<file path="src/rtl/xio_pkg.sv">
package xio_pkg;
  // Strobes passed from the control decode to the datapath
  typedef struct packed {
    logic rdEn;     // drive input pins onto the bus
    logic latchEn;  // output stage follows the bus
  } xioStrb_t;
endpackage

</file>
<file path="src/rtl/xio_ctrl.sv">
module xio_ctrl
  import xio_pkg::*;
(
  input  logic     clk,
  input  logic     rstN,
  input  logic     csN,
  input  logic     rdN,
  input  logic     hwrN,
  input  logic     intHit,
  output xioStrb_t strb
);

  logic areaSel;

  // An on-chip hit wins over the area select
  assign areaSel      = !csN && !intHit;
  assign strb.rdEn    = areaSel && !rdN;
  assign strb.latchEn = areaSel && !hwrN;

  // an internal hit leaves both strobes idle
  a_r7_hit_quiet: assert property (@(posedge clk) disable iff (!rstN)
    intHit |-> (!strb.rdEn && !strb.latchEn));

  // no strobe without the area chip select
  a_r10_needs_cs: assert property (@(posedge clk) disable iff (!rstN)
    csN |-> (!strb.rdEn && !strb.latchEn));

endmodule

</file>
<file path="src/rtl/xio_datapath.sv">
module xio_datapath
  import xio_pkg::*;
#(
  parameter int DATA_W = 16,
  parameter int PORT_W = 8,
  parameter logic [PORT_W-1:0] PORT_INIT = '0
) (
  input  logic              clk,
  input  logic              rstN,
  input  xioStrb_t          strb,
  input  logic [PORT_W-1:0] laneIn,
  input  logic [PORT_W-1:0] pinsIn,
  output logic [DATA_W-1:0] dataOut,
  output logic              dataOe,
  output logic [PORT_W-1:0] portOut
);

  localparam int LANE_LO = DATA_W - PORT_W;

  logic [PORT_W-1:0] holdQ;

  // Level-sensitive stage sampled on the clock
  always_ff @(posedge clk or negedge rstN) begin
    if (!rstN)
      holdQ <= PORT_INIT;
    else if (strb.latchEn)
      holdQ <= laneIn;
  end

  assign portOut = holdQ;
  assign dataOe  = strb.rdEn;
  assign dataOut = strb.rdEn ? {pinsIn, {LANE_LO{1'b0}}} : '0;

  // an inactive enable keeps the held value
  a_r5_hold: assert property (@(posedge clk) disable iff (!rstN)
    !strb.latchEn |=> $stable(holdQ));

  // an active enable loads the upper lane
  a_r3_capture: assert property (@(posedge clk) disable iff (!rstN)
    strb.latchEn |=> (holdQ == $past(laneIn)));

endmodule

</file>
<file path="src/rtl/xio_port.sv">
module xio_port
  import xio_pkg::*;
#(
  parameter int DATA_W = 16,
  parameter int PORT_W = 8,
  parameter logic [PORT_W-1:0] PORT_INIT = '0
) (
  input  logic              clk,
  input  logic              rstN,
  input  logic              csN,
  input  logic              rdN,
  input  logic              hwrN,
  input  logic              intHit,
  input  logic [DATA_W-1:0] dataIn,
  input  logic [PORT_W-1:0] pinsIn,
  output logic [DATA_W-1:0] dataOut,
  output logic              dataOe,
  output logic [PORT_W-1:0] portOut
);

  localparam int LANE_LO = DATA_W - PORT_W;

  xioStrb_t strb;
  logic     unusedLowLane;

  // The lower lane is not part of this port
  assign unusedLowLane = ^dataIn[LANE_LO-1:0];

  xio_ctrl u_ctrl (
    .clk    (clk),
    .rstN   (rstN),
    .csN    (csN),
    .rdN    (rdN),
    .hwrN   (hwrN),
    .intHit (intHit),
    .strb   (strb)
  );

  xio_datapath #(
    .DATA_W    (DATA_W),
    .PORT_W    (PORT_W),
    .PORT_INIT (PORT_INIT)
  ) u_dp (
    .clk     (clk),
    .rstN    (rstN),
    .strb    (strb),
    .laneIn  (dataIn[DATA_W-1:LANE_LO]),
    .pinsIn  (pinsIn),
    .dataOut (dataOut),
    .dataOe  (dataOe),
    .portOut (portOut)
  );

  // a bus drive needs chip select and read with no internal hit
  a_r1_drive_cond: assert property (@(posedge clk) disable iff (!rstN)
    dataOe |-> (!csN && !rdN && !intHit));

  // driven data is the live pins, not the output stage
  a_r6_reads_pins: assert property (@(posedge clk) disable iff (!rstN)
    dataOe |-> (dataOut[DATA_W-1:LANE_LO] == pinsIn));

  // a quiet port puts nothing on the bus
  a_r2_idle_zero: assert property (@(posedge clk) disable iff (!rstN)
    !dataOe |-> (dataOut == '0));

  // a write with no upper-lane change leaves the pins alone
  a_r8_lane_only: assert property (@(posedge clk) disable iff (!rstN)
    (!csN && !hwrN && !intHit && (dataIn[DATA_W-1:LANE_LO] == portOut)) |=> $stable(portOut));

endmodule

</file>
<file path="config.mk">
export PLATFORM = sky130hd
export DESIGN_NAME = xio_port
export DESIGN_NICKNAME = d
export VERILOG_FILES = /design/src/rtl/xio_pkg.sv /design/src/rtl/xio_ctrl.sv /design/src/rtl/xio_datapath.sv /design/src/rtl/xio_port.sv
export SDC_FILE = /design/constraint.sdc
export NUM_CORES = 1
export LEC_CHECK = 0
export ABC_AREA = 1
export BUFFER_PORTS_ARGS = -buffer_cell sky130_fd_sc_hd__buf_4
export CORE_MARGIN = 5
export CORE_UTILIZATION = 31
export DETAILED_ROUTE_END_ITERATION = 6
export GPL_ROUTABILITY_DRIVEN = 0
export PLACE_DENSITY = 0.76
export SLEW_MARGIN = 10
export SYNTH_ARGS = -nofsm -noshare
export SYNTH_HDL_FRONTEND = slang
export SYNTH_HIERARCHICAL = 1
export SYNTH_SLANG_ARGS = --single-unit
</file>
<file path="constraint.sdc">
create_clock -name clk -period 0.8 [get_ports clk]
set_input_delay 0.08 -clock clk [delete_from_list [all_inputs] [get_ports clk]]
set_output_delay 0.08 -clock clk [all_outputs]
set_load 0.02 [all_outputs]
</file>
==> out/results.txt, run 1 <==
The floorplan step defined a core boundary enclosing 0.001471 mm^2. The worst-case IR drop observed on VDD is 0.0004963 V. The total clock buffers created by CTS came out at 3. The buffering stage count on the worst path with inverters included came out at 1. The initial antenna violation count was 0.

In the post-synthesis netlist, the biggest area contributors are sky130_fd_sc_hd__dfrtp_1 (43%), sky130_fd_sc_hd__nand2_1 (26%), sky130_fd_sc_hd__buf_4 (14%). The floorplan step set the die width to 48.85 um. The final setup violation count was 14; the number of cells in the finished layout apart from fillers was 129. In this run the deepest clock path goes through 2 buffers. Counting distinct cell types in the post-synthesis netlist gives 10. The clock input transition at the sequential cells of the worst setup and hold paths is 0.05 ns. The repair_antennas step left the layout with diodes totalling 0. The worst setup path is captured at an output port. The tools report the number of DRC violations after detailed-routing iteration 0 as 2. Number of fillers in the final layout: 133.

The buffer type at the clock tree root was sky130_fd_sc_hd__clkbuf_4. For the insertion delay of the later-clocked pin in the worst-skew pair, the log shows 0.25 ns. The first global-routing pass estimated 2.145 mm of wire.

The final reports fail on setup timing. Critical-path cell with the highest stage delay: sky130_fd_sc_hd__dfrtp_1. The mapped netlist covers 467.9 um^2. The number of buffer cells added on primary ports came out at 38. The logs give 66 for the synthesized instance count and 0.78 ns for the arrival time at the worst endpoint. Remaining antenna violation count: 0. For this design, the sink count on the clock tree is 8. By count the netlist is led by sky130_fd_sc_hd__nand2_1 (33), sky130_fd_sc_hd__buf_4 (9), sky130_fd_sc_hd__dfrtp_1 (8).

The logs give 557 for the via count of the first global-routing pass and 0.002386 mm^2 for the area of the die. The share of Yosys cell area claimed by the top area cell type was 42.78%. The path class of the tightest hold or removal check is primary input to register. The area growth from synthesis to layout is 98.66%. Among all flip-flop cells after synthesis, the most frequent one is sky130_fd_sc_hd__dfrtp_1. On the critical path the largest part of the delay comes from flip-flops. Number of max-cap violations: 0. Traced cell by cell, the critical path runs through buf_6. TritonCTS built the clock tree. The final worst-path setup slack was -0.06114 ns. On the worst path, the slowest cell contributes a delay of 0.39 ns. The tools report the number of H-tree branching levels as 1.

Summed over all cells, the static leakage comes to 0.0005724 uW. Cells with a size suffix above 1 make up 60.18% of the layout. For this run, asynchronously set or reset flops after synthesis account for 100.0%.

Measured along the y axis, the die boundary spans 48.85 um. Mean routed wirelength per cell: 11.53 um. Before CTS, the worst setup slack after placement is -0.06498 ns. Final number of max-transition violations: 0. For this configuration, the core starts out at a cell density of 31.80%.

After synthesis the netlist holds a flip-flop and latch count of 8. The top cell type by total area after synthesis is sky130_fd_sc_hd__dfrtp_1. Detailed routing inserted a total of 552 vias. The overall global routing resource usage was 11.53%. In this run, placement finished with an instance count of 118. For this run, the post-layout net count is 145.

For the finished layout, the period the worst path requires is 0.8611 ns. The tools report the top-level port count as 55. The first detailed-routing pass took 2 iterations. After detailed routing, the number of vias per cell comes to 4.279. Along the worst path, the maximum fanout reaches 2. The register with the most flip-flops in the layout has 8 of them. Setup repair after global routing could not meet its margin everywhere. The setup path with the least slack is of type register to output port. STA classifies the critical path startpoint as a register.

Entering global routing, the biggest net connects 10 pins. For this run, design rule violations remaining after detail routing come to 0. The tools report the total of warnings raised by yosys as 6. Yosys mapped a number of flops with a built-in enable equal to 0. sky130_fd_sc_hd__nand2_1 is the most common cell in the netlist.

Mean area per synthesized cell: 7.090 um^2. The maximum frequency from static timing analysis was 1.161 GHz. In the finished design, the share of the clock period the worst path needs comes to 107.6%.

Summing the sequential cell areas from Yosys gives 42.78% of the chip area. The total overflow left after global routing is 0. The initialized floorplan defines 14 standard-cell rows. The logs give 0 ns for the largest clock skew in the final design and 0 for the hold violation count in the final report. Cells fill 63.18% of the core in the end.

Detailed placement finished with a half-perimeter wire length of 1.038 mm. The final layout contains routed wiring with a total length of 1.487 mm. The power per unit of standard cell area came out at 1495 mW/mm^2. For the worst setup path, the data required time is 0.72 ns. The run finished, with violations left.
cell families after synthesis:
kind of cell,count (synthesis),synth area share (%)
buf+inv,22,28.34
other cells,1,0.8014
flops,8,42.78
simple gates,35,28.08
metal layers:
metal  GRT usage [%]  share of wire [%]  routed length [um]  vias up
li1                -                  -                   -      264
met1           9.867                 30                 445      245
met2           20.22                 52                 775       39
met3           5.810                 16                 236        4
met4           8.072                2.0                  29        0
met5               0                  0                   0        -
repair_timing:
item	in CTS	in global routing
hold buffers	1	0
endpoints found under the hold margin	8	0
pin swaps	1	0
buffers inserted	4	2
gates resized for setup	18	20
setup endpoints to repair	16	16
gates cloned	1	0
metrics by stage:
| step | area, um^2 | power [uW] | setup TNS, ns | hold slack [ns] |
|---|---|---|---|---|
| 6_report | 929.6 | 1390 | -0.5572 | 0.03264 |
| 5_1_grt | 929.6 | 1474 | -1.276 | 0.03116 |
| 4_1_cts | 852.1 | 1362 | -0.5344 | 0.02740 |
| 3_5_place_dp | 730.7 | 952.7 | -0.6949 | -0.09746 |
| 3_3_place_gp | 730.7 | 940.5 | -0.5784 | -0.09865 |
| 2_1_floorplan | 494.2 | 753.2 | 0 | -0.2156 |
worst paths after layout:
kind,startpoint,to,slack [ns],depth (start not counted)
worst min register to register,u_dp/portOut[1],u_dp/portOut[1],0.49,2
worst min-delay path,dataIn[8],u_dp/portOut[0],0.03,3
min in group asynchronous,rstN,u_dp/portOut[3],0.20,2
max in group asynchronous,rstN,u_dp/portOut[4],0.48,2
worst max register to register,u_dp/portOut[5],u_dp/portOut[5],0.05,3
worst max-delay path,u_dp/portOut[5],portOut[5],-0.06,1
power breakdown:
| part | leakage [uW] | total, uW | switching, uW | internal (uW) |
|---|---|---|---|---|
| Sequential | 0.0000998 | 517 | 46.4 | 471 |
| Combinational | 0.000459 | 577 | 275 | 302 |
| Clock | 0.0000138 | 296 | 125 | 171 |
cells in the final DEF (no fill, tap or decap), drive strengths merged:
master	count
buf	47
inv	11
dfrtp	8
nand2	33
dlygate4sd3	1
nor2	2
conb	8
clkbuf	3
final cells by class:
type                    instances  area, um^2  share of cell area, %
clock buffers                   3       22.52                  2.423
inverters                      11       48.80                  5.249
multi-input cells              43       196.4                  21.13
well taps                      16       20.02                  2.153
repair buffers                 48       441.7                  47.51
flip-flops and latches          8       200.2                  21.53
Note: power is estimated with default switching activity, not from simulation.
==> inputs of run 2 (changes only) <==
- CORE_UTILIZATION: 31 -> 34
- PLACE_DENSITY: 0.76 -> unset
- PLACE_DENSITY_LB_ADDON: unset -> 0.05
- clock period: 0.8 -> 1.05 ns (I/O delays scaled with it)
==> run 2 against run 1 <==
The run now ends clean; wire length decreased by 21%; critical path type is now primary input to output port; clock skew did not move; largest power group is now registers; clock-buffer cell count unchanged.
==> out/results.txt, run 2 (synthesis gave the netlist of run 1 again) <==
The run finished with clean final reports. Global routing finished with a remaining overflow of 0. Measured in cells, the most critical reg-to-reg path has a length of 2.

The power consumption was 937.9 uW. The depth of the worst hold-timing path was 3; the number of cells in the finished layout apart from fillers was 121. The maximum frequency from static timing analysis was 1.123 GHz; the arrival time at the worst endpoint was 0.79 ns. For this design the static power due to leakage is 0.0005072 uW. Across every metal layer, demand over resource in global routing totals 12.21%. The total negative slack is 0 ns.

Detailed placement finished with a half-perimeter wire length of 1.020 mm. Leading cell type in the layout, fill and taps excluded: sky130_fd_sc_hd__buf_4. For the number of H-tree branching levels, the log shows 1. Clock-pin slew was measured on the worst setup and hold paths at 0.05 ns.

The first-pass GRT wire length is 1.821 mm. The post-detailed-routing wire length was 1.172 mm. In the final layout, the multi-input gates occupy 161.4 um^2.

The highest fanout seen on the critical path came out at 9. Cells with a size suffix above 1 make up 45.28% of the layout. The worst setup path is captured at an output port.

The run gives 467 as the via count of the first global-routing pass. In the finished design, the share of the clock period the worst path needs comes to 84.78%. During I/O placement, the number of pins put on the boundary was 55.

For this run, global-route usage on met3 was measured as 3.448%. The hold violation count in the final report is 0. The endpoint identified for the worst register-to-register timing path is u_dp/portOut[1].

The register with the most flip-flops in the layout has 8 of them. No sink is reached through more buffers than the 2 on the longest clock path. The die is 47.10 um tall.

The worst setup path is launched from a primary input. For the insertion delay of the later-clocked pin in the worst-skew pair, the log shows 0.24 ns. Tracing the worst setup path back leads to its startpoint at csN.

The logs give 35.96% for the starting density of the core and 0 for the number of max-cap violations. In this run the most used layer during global routing was met2. The critical path is of the primary input to output port type. In the final design database the tool counted 138 nets. In the layout the commonest cells are sky130_fd_sc_hd__buf_4 (40), sky130_fd_sc_hd__nand2_1 (33), sky130_fd_sc_hd__conb_1 (8), sky130_fd_sc_hd__dfrtp_1 (8), sky130_fd_sc_hd__inv_1 (6). TritonCTS built the clock tree. In this run the post-CTS setup repair buffer count came out at 0.

Pin count of the biggest net entering global routing: 10. Area of the core: 0.001301 mm^2. The start of the worst register-to-register path was u_dp/portOut[1]. The number of clock sinks seen by CTS came out at 8. For the initial antenna violation count, the log shows 0.

Number of remaining DRC errors: 0. In this run the horizontal extent of the chip is 47.10 um. The largest clock skew in the final design was 0 ns; the count of inserted antenna diode cells was 0. For this run, global-route usage on met2 was measured as 17.62%. For met1 alone, demand over resource in global routing was 14.99%.

The min-delay analysis places its worst path in the category primary input to register. In the final routed layout, each cell accounts on average for 9.686 um. The worst path needs 0.8902 ns of the cycle, external delays included. In this run the power density over the cells is 1231 mW/mm^2. Setup violations remaining at the end of the flow were counted as 0. Setup repair after global routing left no endpoint under its margin.

Final number of max-transition violations: 0. The number of placement rows is 13, and the setup slack of the worst register-to-register path is 0.43 ns. The number of clock buffers added by TritonCTS is 3. The tools report the buffer type at the clock tree root as sky130_fd_sc_hd__clkbuf_4. After the first detailed-routing iteration, the DRC count stood at 5. The remaining antenna violation count is 0.

The number of vias per cell was 4.025; the required time of the critical path was 0.94 ns. The run gives 0.002218 mm^2 as the area of the die. The most critical setup path has its endpoint at dataOut[15]. VDD sags by at most 0.0007239 V. In this run the tool buffered the top-level ports with 38 buffer cells. Number of iterations in the first detailed-routing pass: 3. The sequential cells in the finished layout cover a total of 200.2 um^2. Counting the fill cells in the layout gives 142. The overall via count from detail_route is 487, and the signed area change from the synthesized netlist to the final layout is 62.83%. Cell count after placement: 117.
## run 2: changes by cell type in the layout (fill, tap and decap cells not counted)
cell | before | now
sky130_fd_sc_hd__nand2_2 | 5 | 0
sky130_fd_sc_hd__buf_4 | 26 | 40
sky130_fd_sc_hd__nor2_1 | 1 | 2
sky130_fd_sc_hd__nand2_1 | 26 | 33
sky130_fd_sc_hd__inv_1 | 1 | 6
sky130_fd_sc_hd__buf_6 | 21 | 0
sky130_fd_sc_hd__inv_2 | 9 | 4
sky130_fd_sc_hd__nor2_4 | 1 | 0
sky130_fd_sc_hd__nand2_4 | 2 | 0
## run 2: final cells by class
type                       count  area share, %
sequential                     8          26.27
inverter                      11          6.404
clock buffer                   3          2.956
tap                           15          2.463
timing repair buffer          41          40.72
multi-input combinational     43          21.18
## run 2: worst min-delay path by stage
stage          startpoint               to
5_1_grt        dataIn[15]  u_dp/portOut[7]
4_1_cts        dataIn[11]  u_dp/portOut[3]
3_5_place_dp         rstN  u_dp/portOut[7]
2_1_floorplan        rstN  u_dp/portOut[0]
6_report       dataIn[11]  u_dp/portOut[3]
3_3_place_gp         rstN  u_dp/portOut[1]
## run 2: power by group
part	switching (uW)	internal [uW]	total (uW)
sequential	24.8	358	383
combinational	183	152	334
clock	90.7	130	221
total	298	640	938
## run 2: worst max-delay path: stages
cell and delay, ns:
sky130_fd_sc_hd__buf_4 0.10, sky130_fd_sc_hd__inv_1 0.04, sky130_fd_sc_hd__nand2_1 0.06, sky130_fd_sc_hd__nor2_1 0.08, sky130_fd_sc_hd__buf_4 0.16, sky130_fd_sc_hd__nand2_1 0.07, sky130_fd_sc_hd__inv_2 0.04, sky130_fd_sc_hd__buf_4 0.12
## run 2: metal layers
layer	vias up	routed length (um)	share of wire, %
li1	251	-	-
met1	208	436	37
met2	26	592	51
met3	2	123	10
met4	0	19	1.6
met5	-	0	0
## run 2: metrics by stage
stage | instance area [um^2] | utilization, % | worst slack [ns] | hold slack, ns
2_1_floorplan | 494.2 | - | 0.2929 | -0.1906
3_3_place_gp | 729.5 | 56.06 | 0.1594 | -0.07346
3_5_place_dp | 729.5 | 56.06 | 0.1507 | -0.07212
4_1_cts | 762.0 | 58.56 | 0.1348 | 0.04936
5_1_grt | 762.0 | 58.56 | 0.09156 | 0.05485
6_report | 762.0 | 58.56 | 0.1598 | 0.05835
## run 2: repair_timing
action,CTS,global route
gates resized for setup,0,0
hold buffers,1,0
endpoints found under the hold margin,8,0
